**config.mk**
```make
export PLATFORM = sky130hd
export DESIGN_NAME = xfer_seq
export DESIGN_NICKNAME = d
export VERILOG_FILES = /design/src/rtl/xfer_seq_pkg.sv /design/src/rtl/xfer_seq_track.sv /design/src/rtl/xfer_seq_decide.sv /design/src/rtl/xfer_seq_offset.sv /design/src/rtl/xfer_seq.sv
export SDC_FILE = /design/constraint.sdc
export NUM_CORES = 1
export LEC_CHECK = 0
export BUFFER_PORTS_ARGS = -buffer_cell sky130_fd_sc_hd__clkbuf_2
export CAP_MARGIN = 20
export CORE_ASPECT_RATIO = 1.25
export CORE_MARGIN = 2
export CORE_UTILIZATION = 45
export CTS_CLUSTER_DIAMETER = 200
export DETAILED_ROUTE_END_ITERATION = 7
export PLACE_DENSITY = 0.7
export SKIP_LAST_GASP = 1
export SLEW_MARGIN = 5
export SYNTH_ARGS = -nofsm -noshare
export SYNTH_HDL_FRONTEND = slang
export SYNTH_SLANG_ARGS = --single-unit
```
**constraint.sdc**
```tcl
create_clock -name clk -period 2.45 [get_ports clk]
set_clock_uncertainty 0.2 [all_clocks]
set_input_delay 0.6125 -clock clk [delete_from_list [all_inputs] [get_ports clk]]
set_output_delay 0.6125 -clock clk [all_outputs]
set_load 0.03 [all_outputs]
```
**src/rtl/xfer_seq_pkg.sv**
```systemverilog
package xfer_seq_pkg;

   typedef enum logic [1:0] {
      CMD_READ  = 2'd0,
      CMD_WRITE = 2'd1,
      CMD_TRIM  = 2'd2,
      CMD_OTHER = 2'd3
   } cmd_e;

   typedef enum logic [2:0] {
      ACT_NONE,
      ACT_FAIL,
      ACT_STALL,
      ACT_FINISH,
      ACT_SEGEND,
      ACT_COPY,
      ACT_ISSUE
   } act_e;

   localparam logic [7:0] ST_BUSY = 8'h80;
   localparam logic [7:0] ST_DONE = 8'h50;
   localparam logic [7:0] ST_ERR  = 8'h41;

   localparam int DISK_SHIFT = 9;
   localparam int OPT_SHIFT  = 11;

endpackage

```
**src/rtl/xfer_seq_track.sv**
```systemverilog
module xfer_seq_track
   import xfer_seq_pkg::*;
#(
   parameter int CNT_W  = 3,
   parameter int PKT_W  = 12,
   parameter int LEN_W  = 12,
   parameter int SECT_W = 5,
   parameter int REM_W  = 14
) (
   input  logic                     clk,
   input  logic                     rst_n,
   input  logic                     load,
   input  logic                     ld_optical,
   input  logic [1:0]               ld_cmd,
   input  logic [CNT_W-1:0]         ld_nsect,
   input  logic [PKT_W-1:0]         ld_pkt,
   input  logic [SECT_W-1:0]        ld_sector,
   input  logic [SECT_W-1:0]        ld_lba,
   input  logic                     advance,
   input  logic                     finish,
   input  logic [LEN_W-1:0]         step_len,
   output logic                     busy,
   output logic                     optical,
   output logic [1:0]               cmd,
   output logic [SECT_W-1:0]        sector,
   output logic [SECT_W-1:0]        lba,
   output logic signed [REM_W-1:0]  rem,
   output logic [REM_W-1:0]         idx
);

   localparam int DISK_BYTES_W = CNT_W + DISK_SHIFT;

   logic signed [REM_W-1:0] step_ext;
   logic signed [REM_W-1:0] load_rem;

   assign step_ext = $signed({{(REM_W-LEN_W){1'b0}}, step_len});

   always_comb begin
      if (ld_optical)
         load_rem = $signed({{(REM_W-PKT_W){1'b0}}, ld_pkt});
      else
         load_rem = $signed({{(REM_W-DISK_BYTES_W){1'b0}}, ld_nsect, {DISK_SHIFT{1'b0}}});
   end

   always_ff @(posedge clk or negedge rst_n) begin
      if (!rst_n) begin
         busy    <= 1'b0;
         optical <= 1'b0;
         cmd     <= CMD_READ;
         sector  <= '0;
         lba     <= '0;
         rem     <= '0;
         idx     <= '0;
      end else if (load) begin
         busy    <= 1'b1;
         optical <= ld_optical;
         cmd     <= ld_cmd;
         sector  <= ld_sector;
         lba     <= ld_lba;
         rem     <= load_rem;
         idx     <= '0;
      end else begin
         if (advance) begin
            rem <= rem - step_ext;
            idx <= idx + $unsigned(step_ext);
         end
         if (finish)
            busy <= 1'b0;
      end
   end

endmodule

```
**src/rtl/xfer_seq_decide.sv**
```systemverilog
module xfer_seq_decide
   import xfer_seq_pkg::*;
#(
   parameter int LEN_W  = 12,
   parameter int SECT_W = 5,
   parameter int REM_W  = 14
) (
   input  logic                    ev_valid,
   input  logic                    ev_err,
   input  logic [LEN_W-1:0]        ev_len,
   input  logic                    busy,
   input  logic                    optical,
   input  logic [SECT_W-1:0]       lba,
   input  logic signed [REM_W-1:0] rem,
   output act_e                    act
);

   always_comb begin
      act = ACT_NONE;
      if (ev_valid) begin
         if (ev_err)
            act = ACT_FAIL;
         else if (!busy)
            act = ACT_STALL;
         else if (rem <= 0)
            act = ACT_FINISH;
         else if (ev_len == '0)
            act = ACT_SEGEND;
         else if (optical && (&lba))
            act = ACT_COPY;
         else
            act = ACT_ISSUE;
      end
   end

endmodule

```
**src/rtl/xfer_seq_offset.sv**
```systemverilog
module xfer_seq_offset
   import xfer_seq_pkg::*;
#(
   parameter int SECT_W = 5,
   parameter int REM_W  = 14,
   parameter int OFS_W  = 17
) (
   input  logic              optical,
   input  logic [SECT_W-1:0] sector,
   input  logic [SECT_W-1:0] lba,
   input  logic [REM_W-1:0]  idx,
   output logic [OFS_W-1:0]  offset
);

   logic [OFS_W-1:0] cand [2];

   for (genvar m = 0; m < 2; m++) begin : g_media
      localparam int SH = (m == 0) ? DISK_SHIFT : OPT_SHIFT;
      logic [SECT_W-1:0] base;
      assign base    = (m == 0) ? sector : lba;
      assign cand[m] = ({{(OFS_W-SECT_W){1'b0}}, base} << SH)
                     + {{(OFS_W-REM_W){1'b0}}, idx};
   end

   assign offset = optical ? cand[1] : cand[0];

endmodule

```
**src/rtl/xfer_seq.sv**
```systemverilog
module xfer_seq
   import xfer_seq_pkg::*;
#(
   parameter int CNT_W  = 3,
   parameter int PKT_W  = 12,
   parameter int LEN_W  = 12,
   parameter int SECT_W = 5,
   parameter int ADDR_W = 16,
   localparam int MAX_A = ((CNT_W + 9) > PKT_W) ? (CNT_W + 9) : PKT_W,
   localparam int MAX_B = (MAX_A > LEN_W) ? MAX_A : LEN_W,
   localparam int REM_W = MAX_B + 2,
   localparam int OFS_W = (((SECT_W + 11) > REM_W) ? (SECT_W + 11) : REM_W) + 1
) (
   input  logic              clk,
   input  logic              rst_n,
   input  logic              go,
   input  logic              go_optical,
   input  logic [1:0]        go_cmd,
   input  logic [CNT_W-1:0]  go_nsect,
   input  logic [PKT_W-1:0]  go_pkt_bytes,
   input  logic [SECT_W-1:0] go_sector,
   input  logic [SECT_W-1:0] go_lba,
   input  logic              ev_valid,
   input  logic              ev_err,
   input  logic [ADDR_W-1:0] ev_addr,
   input  logic [LEN_W-1:0]  ev_len,
   output logic              kick,
   output logic              busy,
   output logic              seg_done,
   output logic              stalled,
   output logic              op_valid,
   output logic [1:0]        op_kind,
   output logic [OFS_W-1:0]  op_offset,
   output logic [LEN_W-1:0]  op_len,
   output logic [ADDR_W-1:0] op_addr,
   output logic              copy_valid,
   output logic [ADDR_W-1:0] copy_addr,
   output logic [LEN_W-1:0]  copy_len,
   output logic              cmd_end,
   output logic              dma_err,
   output logic              acct_ok,
   output logic              acct_fail,
   output logic              irq,
   output logic [7:0]        status
);

   if (CNT_W < 1 || PKT_W < 1 || LEN_W < 2 || SECT_W < 2 || ADDR_W < 1) begin : g_bad_cfg
      $error("xfer_seq: width parameter out of range");
   end

   logic                    t_optical;
   logic [1:0]              t_cmd;
   logic [SECT_W-1:0]       t_sector;
   logic [SECT_W-1:0]       t_lba;
   logic signed [REM_W-1:0] t_rem;
   logic [REM_W-1:0]        t_idx;
   logic [OFS_W-1:0]        cur_offset;
   act_e                    act;
   logic                    acct_en;
   logic                    do_finish;
   logic                    do_advance;
   logic signed [REM_W-1:0] len_s;
   logic [LEN_W-1:0]        clamp_len;

   xfer_seq_track #(
      .CNT_W(CNT_W), .PKT_W(PKT_W), .LEN_W(LEN_W), .SECT_W(SECT_W), .REM_W(REM_W)
   ) u_track (
      .clk(clk), .rst_n(rst_n),
      .load(go), .ld_optical(go_optical), .ld_cmd(go_cmd), .ld_nsect(go_nsect),
      .ld_pkt(go_pkt_bytes), .ld_sector(go_sector), .ld_lba(go_lba),
      .advance(do_advance), .finish(do_finish), .step_len(ev_len),
      .busy(busy), .optical(t_optical), .cmd(t_cmd), .sector(t_sector),
      .lba(t_lba), .rem(t_rem), .idx(t_idx)
   );

   xfer_seq_decide #(
      .LEN_W(LEN_W), .SECT_W(SECT_W), .REM_W(REM_W)
   ) u_decide (
      .ev_valid(ev_valid && !go), .ev_err(ev_err), .ev_len(ev_len),
      .busy(busy), .optical(t_optical), .lba(t_lba), .rem(t_rem), .act(act)
   );

   xfer_seq_offset #(
      .SECT_W(SECT_W), .REM_W(REM_W), .OFS_W(OFS_W)
   ) u_offset (
      .optical(t_optical), .sector(t_sector), .lba(t_lba), .idx(t_idx),
      .offset(cur_offset)
   );

   assign acct_en    = t_optical || (t_cmd == CMD_READ) || (t_cmd == CMD_WRITE);
   assign do_finish  = (act == ACT_FAIL) || (act == ACT_FINISH) || (act == ACT_COPY);
   assign do_advance = (act == ACT_ISSUE);
   assign len_s      = $signed({{(REM_W-LEN_W){1'b0}}, ev_len});
   assign clamp_len  = (t_rem < len_s) ? t_rem[LEN_W-1:0] : ev_len;

   always_ff @(posedge clk or negedge rst_n) begin
      if (!rst_n) begin
         kick       <= 1'b0;
         seg_done   <= 1'b0;
         stalled    <= 1'b0;
         op_valid   <= 1'b0;
         op_kind    <= CMD_READ;
         op_offset  <= '0;
         op_len     <= '0;
         op_addr    <= '0;
         copy_valid <= 1'b0;
         copy_addr  <= '0;
         copy_len   <= '0;
         cmd_end    <= 1'b0;
         dma_err    <= 1'b0;
         acct_ok    <= 1'b0;
         acct_fail  <= 1'b0;
         irq        <= 1'b0;
         status     <= '0;
      end else begin
         kick       <= 1'b0;
         seg_done   <= 1'b0;
         stalled    <= 1'b0;
         op_valid   <= 1'b0;
         copy_valid <= 1'b0;
         cmd_end    <= 1'b0;
         dma_err    <= 1'b0;
         acct_ok    <= 1'b0;
         acct_fail  <= 1'b0;
         irq        <= 1'b0;
         if (go) begin
            kick   <= 1'b1;
            status <= ST_BUSY;
         end else begin
            unique case (act)
               ACT_FAIL: begin
                  dma_err   <= 1'b1;
                  cmd_end   <= 1'b1;
                  irq       <= 1'b1;
                  acct_fail <= acct_en;
                  status    <= ST_ERR;
               end
               ACT_STALL:  stalled  <= 1'b1;
               ACT_SEGEND: seg_done <= 1'b1;
               ACT_FINISH: begin
                  cmd_end <= 1'b1;
                  irq     <= 1'b1;
                  acct_ok <= acct_en;
                  status  <= ST_DONE;
               end
               ACT_COPY: begin
                  copy_valid <= 1'b1;
                  copy_addr  <= ev_addr;
                  copy_len   <= clamp_len;
                  cmd_end    <= 1'b1;
                  irq        <= 1'b1;
                  acct_ok    <= acct_en;
                  status     <= ST_DONE;
               end
               ACT_ISSUE: begin
                  op_valid  <= 1'b1;
                  op_kind   <= t_optical ? CMD_READ : t_cmd;
                  op_offset <= cur_offset;
                  op_len    <= ev_len;
                  op_addr   <= ev_addr;
               end
               default: ;
            endcase
         end
      end
   end

endmodule

```
; ---- Word-level counts from Yosys, hierarchy flattened
; Cells that the tools add are included.
[word_totals]
regBits = 134
word_cells = 89
inputBits = 61
output_inout_bits = 94
[op_classes]
n_eq_ne = 7
add_sub_neg = 4
n_lt_le_gt_ge = 2
reduce_logical = 17
mux = 35
bitwise_logic = 1
[ops]
columns = operator, count
row1 = 2-to-1 mux 14 bit, 4
row2 = 2-to-1 mux 12 bit, 2
row3 = 2-to-1 mux 1 bit, 19
row4 = adder 16 x 14 -> 17 bit, 1
row5 = 2-to-1 mux 17 bit, 1
row6 = case mux 8 bit (2 select lines), 1
row7 = adder 14 x 14 -> 15 bit, 1
row8 = 2-to-1 mux 3 bit, 5
row9 = adder 14 x 12 -> 14 bit, 1
row10 = <= comparator 14 x 1 -> 1 bit (second input constant), 1
row11 = < comparator 14 x 13 -> 1 bit, 1
row12 = subtractor 14 x 13 -> 14 bit, 1
row13 = logical NOT 12 bit, 1
row14 = == test 3 bit (second input constant), 3
row15 = 2-to-1 mux 8 bit, 1
row16 = == test 3 x 2 -> 1 bit (second input constant), 2
row17 = AND reduction 5 bit, 1
row18 = logical OR 1 bit, 4
row19 = 2-to-1 mux 2 bit, 2
row20 = AND reduction 2 bit, 2
row21 = nonzero test 2 bit, 2
row22 = == test 3 x 1 -> 1 bit (second input constant), 1
row23 = nonzero test 3 bit, 1
row24 = OR reduction 3 bit, 1
row25 = other kinds (6), 7

; ---- Depth between registers and ports, before layout
; Gate-level depths: netlist (run 1).
[depth]
depth_word = 13
ltp_mapped = 12
depth_no_buf = 11

; ---- By module
; A second synthesis (run 1) with hierarchy kept.
[hier_totals]
cells_unflattened = 655
hier_area_um2 = 7166.9
[by_module_without_submodules]
columns = module, cells_per_inst, seq_area_each_um2, instances, area_each_um2
row1 = xfer_seq, 273, 2202.1, 1, 3716.1
row2 = xfer_seq_track, 308, 1051.0, 1, 2902.8
row3 = xfer_seq_offset, 53, 0.0, 1, 427.9
row4 = xfer_seq_decide, 21, 0.0, 1, 120.1

; ---- Worst setup path before layout (run 1)
; OpenSTA, ideal clock, no wires.
[synth_timing]
path_kind = input to register
startpoint = input port ev_len[0]
endpoint = register copy_len[5]
path_slack_ps = -329
t_required_ps = 2115
arrival_time_ps = 2445
path_buffers = 1
setup_ps = 135
stages = 11
path_cell_list = ha_1 > inv_1 > fa_1 > a211oi_1 > o21bai_1 > a21boi_2 > o21bai_2 > a21oi_4 > buf_8 > mux2i_1 > o21ai_0
[synth_via]
elab_chain_cells = 8
elab_cells_between_ends = 10
classes_between = order compare: 1 / eq/ne: 1 / mux: 6 / reduce/logical: 2
[synth_lines]
columns = element, line
row1 = start: declaration, xfer_seq.sv:26  ; input logic [LEN_W-1:0] ev_len,
row2 = logical NOT 12 bit, xfer_seq_decide.sv:27  ; else if (ev_len == '0)
row3 = 2-to-1 mux 3 bit, xfer_seq_decide.sv:27
row4 = 2-to-1 mux 3 bit, xfer_seq_decide.sv:25  ; else if (rem <= 0)
row5 = 2-to-1 mux 3 bit, xfer_seq_decide.sv:23  ; else if (!busy)
row6 = 2-to-1 mux 3 bit, xfer_seq_decide.sv:21  ; if (ev_err)
row7 = 2-to-1 mux 3 bit, xfer_seq_decide.sv:20  ; if (ev_valid) begin
row8 = == test 3 bit, xfer_seq.sv:130  ; unique case (act)
row9 = AND reduction 2 bit (no line), n/a
row10 = end signal: assignment, xfer_seq.sv:149  ; copy_len <= clamp_len;
row11 = end: declaration, xfer_seq.sv:38  ; output logic [LEN_W-1:0] copy_len,
; Several ways; a longest one is shown, not always the timed one.
; A chain may end at the register's enable or synchronous reset.

; ---- Final worst setup path (run 1)
[layout_timing]
startpoint = register u_track.rem[0]
endpoint = register copy_len[11]
[layout_via]
elab_chain_cells = 7
elab_cells_between_ends = 9
classes_between = order compare: 2 / eq/ne: 1 / mux: 5 / reduce/logical: 1
[layout_lines]
columns = element, line
row1 = start: declaration, xfer_seq_track.sv:27  ; output logic signed [REM_W-1:0] rem,
row2 = start signal: assignment, xfer_seq_track.sv:60  ; rem <= load_rem;
row3 = start signal: assignment, xfer_seq_track.sv:64  ; rem <= rem - step_ext;
row4 = <= comparator 14 x 1 -> 1 bit, xfer_seq_decide.sv:25
row5 = 2-to-1 mux 3 bit, xfer_seq_decide.sv:25
row6 = 2-to-1 mux 3 bit, xfer_seq_decide.sv:23
row7 = 2-to-1 mux 3 bit, xfer_seq_decide.sv:21
row8 = 2-to-1 mux 3 bit, xfer_seq_decide.sv:20
row9 = == test 3 bit, xfer_seq.sv:130
row10 = AND reduction 2 bit (no line), n/a
; Several ways; a longest one is shown, not always the timed one.

==> qor.yml, run 1 <==
peakVddDrop_uv: 579
synthDistinctLibCells: 64
clk_latency_ps: 420
start_util_pct: 46.0
routedWlPerCell_um: 16.1
yosysMostFrequentCell: "nand2_1"
drv_slew: 0
grt_pass1_wl_um: 29400
reg2reg_depth: 12
min_to: "op_addr[15]$_DFFE_PN0P_"
cp-start-kind: "flip-flop"
drt_pass1_iterations: 6
fp-row-count: 49
run_status: "finished with violations"
drt_iter0_markers: 308
die_area_um2: 15700
fin_crit_sh_pct: 107
dp_cells: 1056
routed_wl_um: 17500
hpwl_um: 13100
vias_per_cell: 5.25
crit_fanout: 12
grt_pass1_vias: 6008
drv_cap: 0
cts.clk_slew.worst_paths_ps: 60
cts_buffers: 17
gp_congestion: 0.890
ios: 155
ant_nets: 0
setup_slack_ps: -166
diodes: 0
timing.rr.start: "u_track.rem[0]$_DFFE_PN0P_"
io_buffers: 150
syn_to_final_growth_pct: 37.2
grt_max_degree: 50
clockBufferDepth: 2
synth.area.top_cells: "dfrtp_1 (49%), nand2_1 (8.6%), ha_1 (6.1%)"
violations: "setup timing"
track_usage_pct: 23.5
end_kind: "flip-flop"
drc: 0
hold_viol_final: 0
rsz0062_at_grt: "true"
drive_above_1_share_pct: 36.7
netlist_area_um2: 6600
cp.required_ps: 2550
tritoncts: "done"
synth_edf_count: 0
hp-start: "ev_addr[15]"
syn_avg_cell_area_um2: 9.88
fin_cells: 1090
fmax_mhz: 382
antenna_found_initial: 0
p_leak_nw: 4.81
post-route-min-period_ps: 2620
vias: 5724
r2r_slack_ps: -170
coreArea_um2: 14300
power_mw: 7.13
worst-setup-path-type: "reg2reg"
die_y_um: 139
whs_ps: 200
fin_util_pct: 63.1
synth_top_area_share_pct: 49.3
synth_seq_cells: 130
nets: 996
tns_ps: -1530
synth-seq-area-share_pct: 49.3
grt_overflow: 0
synthTopCellsByCount: "nand2_1 (152), dfrtp_1 (130), o21ai_0 (53)"
clock_sinks: 130
ys.flop_type: "dfrtp_1"
power_density_nw_per_um2: 788
yosys.area.top_type: "dfrtp_1"
cts.htree.levels: 4
die_w_um: 112
yosysWarnings: 0
arrival_ps: 2720
async_reset_ff_share_pct: 100
setup_viol: 15
r2r-end: "copy_len[11]$_DFFE_PN0P_"
worstHoldPathCells: 3
syn_inst: 668
root_buffer: "clkbuf_16"
hold_path_class: "in2reg"
==> cell type report <==
cell class,count,area (um^2)
fill,1203,5290
sequential,130,3260
multi-input combinational,479,3230
timing repair buffer,242,1600
clock buffer,19,453
tap,178,223
clock inverter,13,184
inverter,29,109
==> per-layer routing <==
layer  part of all wire, %  GRT usage, %  vias to the layer above
li1                      -             -                     2753
met1                    42          28.7                     2766
met2                    50          39.9                      173
met3                   4.9          4.44                       32
met4                   3.0          11.0                        0
met5                     0             0                        -
==> placed cells by master, fill, tap and decap left out, types with 13 or more instances in the layout <==
cell type,instances
inv_1,26
a21oi_1,23
ha_1,30
nor2_1,29
clkbuf_2,148
o21ai_0,45
mux2i_1,16
clkbuf_16,17
buf_4,79
a21o_1,13
nand3_1,16
nand2_1,152
mux2_2,23
dfrtp_1,128
==> metrics by stage <==
step	area, um^2	setup WS, ps
floorplan	6660	-175
global placement	8290	-379
detailed placement	8290	-447
CTS	8940	-98.5
global route	9060	-257
finish	9060	-166
==> critical path: stages (launching register included) <==
cell	delay [ps]
dfrtp_1	380
inv_2	70
ha_4	130
inv_2	40
fa_2	370
a211oi_4	290
o21bai_2	110
a21boi_2	150
o21bai_2	90
a21oi_4	180
buf_12	170
mux2i_2	250
o21ai_1	80
==> worst max-delay path by stage <==
| stage | from | to | slack, ps | depth (start not counted) |
|---|---|---|---|---|
| floorplan | ev_len[0] | copy_len[5]$_DFFE_PN0P_ | -170 | 11 |
| global placement | ev_len[0] | copy_len[0]$_DFFE_PN0P_ | -380 | 12 |
| detailed placement | ev_len[0] | copy_len[11]$_DFFE_PN0P_ | -450 | 12 |
| CTS | u_track.rem[0]$_DFFE_PN0P_ | copy_len[0]$_DFFE_PN0P_ | -100 | 12 |
| global route | u_track.rem[0]$_DFFE_PN0P_ | copy_len[11]$_DFFE_PN0P_ | -260 | 12 |
| finish | u_track.rem[0]$_DFFE_PN0P_ | copy_len[11]$_DFFE_PN0P_ | -170 | 12 |
==> logic make-up (layout without fill, tap and decap cells) <==
kind of cell,after synthesis,count (layout),share of synthesized area [%]
buf+inv,62,303,4.30
fa+ha+maj,36,36,7.28
mux,45,45,7.35
xor+xnor,22,22,2.92
other cells,1,4,0.0568
compound gates,139,139,13.4
flops,130,130,49.3
simple gates,233,233,15.4
==> flip-flops by register name (all words and copies together), names as in the netlist, 2 cells and up <==
register        cells
status              4
u_track.cmd         2
u_track.idx        14
op_offset          17
copy_len           12
u_track.sector      5
op_len             12
op_addr            16
u_track.rem        14
u_track.lba         5
copy_addr          16
op_kind             2
==> repair_timing <==
action	in CTS	in global routing
gates resized for setup	4	19
pin swaps	1	12
endpoints found under the hold margin	46	0
buffers inserted	0	1
endpoints found under the setup margin	15	23
hold buffers	1	0
==> report_power, final <==
part	internal (mW)	switching, mW
registers	2.40	0.169
clock network	1.75	0.963
logic	0.736	1.12
total	4.89	2.25
Power figures use the tool's default switching activity.
==> inputs of run 2 (changes only) <==
Settings changed: CELL_PAD_IN_SITES_DETAIL_PLACEMENT set to 1, CELL_PAD_IN_SITES_GLOBAL_PLACEMENT set to 1, CORE_UTILIZATION 45 to 41, PLACE_DENSITY 0.7 to 0.79.
Clock period 2.45 ns to 2.65 ns, I/O delays scaled along.
==> qor.yml, run 2 (same netlist as run 1, synthesis figures left out) <==
gp_congestion: 0.883  # was 0.890
grtUsageMet1_pct: 28.3  # was 28.7%
p_leak_nw: 4.73  # was 4.81 nW
worst-setup-path-type: "reg2reg"  # unchanged
hpwl_um: 15700  # was 13,100 um
nets: 986  # was 996
drv_cap: 0  # unchanged
final_cell_mix: "nand2_1 (152), clkbuf_2 (149), dfrtp_1 (130), buf_4 (71), o21ai_0 (45)"  # was nand2_1 (152), clkbuf_2 (148), dfrtp_1 (128), buf_4 (79), o21ai_0 (45)
hold_viol_final: 8  # was 0
final_common_cell: "nand2_1"  # unchanged
grt_busiest_layer: "met2"  # unchanged
rsz0062_at_grt: "true"  # unchanged
root_buffer: "clkbuf_16"  # unchanged
grt_overflow: 0  # unchanged
cts.htree.levels: 4  # unchanged
cpPeakStageDelay_ps: 390  # was 380 ps
cts.clk_slew.worst_paths_ps: 60  # about the same
fin_cells: 1114  # was 1,090
die_y_um: 146  # was 139 um
grt_max_degree: 52  # was 50
place_ws_ps: -379  # was -447 ps
drt_pass1_iterations: 4  # was 6
violations: "hold timing, setup timing"  # was setup timing
power_density_nw_per_um2: 731  # was 788 nW/um^2
start_util_pct: 42.1  # was 46.0%
tns_ps: -165  # was -1530 ps
setup_viol: 8  # was 15
drc: 0  # unchanged
fin_util_pct: 56.8  # was 63.1%
coreArea_um2: 15700  # was 14,300 um^2
cp_slowest_cell: "dfrtp_1"  # unchanged
slew_headroom_pct: 65.1
routedWlPerCell_um: 18.9  # was 16.1 um
dp_cells: 1079  # was 1,056
track_usage_pct: 25.2  # was 23.5%
hold_path_class: "in2async"  # was in2reg
run_status: "finished with violations"  # unchanged
largest-register: "op_offset"  # unchanged
setup_slack_ps: -50.0  # was -166 ps
critPathBufInv: 3  # unchanged
path_cells: "inv_2, ha_4, inv_2, fa_2, a211oi_4, o21bai_2, a21boi_2, o21bai_2, a21oi_4, buf_12, mux2i_2, o21ai_1"  # unchanged
vias_per_cell: 5.29  # was 5.25
vias: 5894  # was 5,724
fillers: 1860  # was 1,203
arrival_ps: 2800  # was 2720 ps
cp.required_ps: 2750  # was 2550 ps
io_buffers: 150  # unchanged
syn_to_final_growth_pct: 35.0  # was 37.2%
grt_use_met3_pct: 5.13  # was 4.44%
fin_crit_sh_pct: 102  # was 107%
drv_slew: 0  # unchanged
drt_iter0_markers: 232  # was 308
drive_above_1_share_pct: 34.7  # was 36.7%
reg2reg_depth: 12  # unchanged
antenna_found_initial: 0  # unchanged
ios: 155  # unchanged
largest_reg_flops: 17  # unchanged
fmax_mhz: 370  # was 382 MHz
post-route-min-period_ps: 2700  # was 2620 ps
whs_ps: -20.6  # was 200 ps
tritoncts: "done"  # unchanged
routed_wl_um: 21000  # was 17,500 um
use_met2_pct: 45.5  # was 39.9%
die_area_um2: 17100  # was 15,700 um^2
diodes: 0  # unchanged
end_kind: "flip-flop"  # unchanged
crit_fanout: 6  # was 12
reg_top3: "op_offset: 17 flops, copy_addr: 16 flops, op_addr: 16 flops"  # unchanged
grt_pass1_wl_um: 34200  # was 29,400 um
clk_latency_ps: 420  # about the same
path_delay_family: "compound AO/OA/AOI/OAI gates"  # unchanged
die_w_um: 118  # was 112 um
peakVddDrop_uv: 322  # was 579 uV
tightest_slew_ps: 524
clockBufferDepth: 2  # unchanged
ant_nets: 0  # unchanged
cts_buffers: 17  # unchanged
grt_pass1_vias: 6528  # was 6,008
cp-start-kind: "flip-flop"  # unchanged
clock_sinks: 130  # unchanged
fp-row-count: 51  # was 49
cp.depth: 12  # unchanged
==> run 2: changes by cell type in the layout (fill, tap and decap cells not counted), moves of 2 or more <==
cell / delta
clkbuf_1: +3
buf_12: -2
dfrtp_2: -2
clkinv_4: -2
buf_4: -8
dfrtp_1: +2
==> run 2: metal layers <==
metal  share of wire, %  wire, um
met1                 39      8180
met4                3.9       822
met5                  0         0
met3                4.7       988
met2                 52     11000
==> run 2: area by class of cell <==
type / instances / area, um^2 / area share, %
Sequential cell: 130 / 3250 / 36.5
Multi-Input combinational cell: 479 / 3160 / 35.5
Timing Repair Buffer: 232 / 1520 / 17.0
Clock buffer: 23 / 478 / 5.36
Tap cell: 212 / 265 / 2.98
Clock inverter: 9 / 129 / 1.45
Inverter: 29 / 109 / 1.22
==> run 2: metrics by stage <==
stage,cell area [um^2],power [mW],hold slack [ps]
finish,8910,6.52,-20.6
global route,8910,6.82,20.3
CTS,8830,6.53,6.89
detailed placement,8220,4.07,262
global placement,8220,3.99,257
floorplan,6650,3.41,167
==> run 2: report_power, final <==
group | switching, mW | internal [mW]
combinational | 1.07 | 0.661
sequential | 0.169 | 2.22
clock | 0.855 | 1.55
total | 2.09 | 4.43
==> run 2: path summary, 6_finish.rpt <==
check / start / endpoint / slack (ps)
hold reg to reg: op_offset[0]$_DFFE_PN0P_ / op_offset[0]$_DFFE_PN0P_ / 270
max in group asynchronous: rst_n / u_track.rem[9]$_DFFE_PN0P_ / 1610
setup reg to reg: u_track.rem[0]$_DFFE_PN0P_ / copy_len[11]$_DFFE_PN0P_ / -50
setup / recovery: u_track.rem[0]$_DFFE_PN0P_ / copy_len[11]$_DFFE_PN0P_ / -50
hold / removal: rst_n / op_len[4]$_DFFE_PN0P_ / -20
min in group clk: ev_err / stalled$_DFF_PN0_ / 240
==> run 2: timing repair <==
action                                  4_1_cts  5_1_grt
hold buffers                                  0        0
resized for setup                             2       10
buffers inserted                              0        2
endpoints found under the setup margin        2       18
cloned                                        0        1
pin swaps                                     0        4
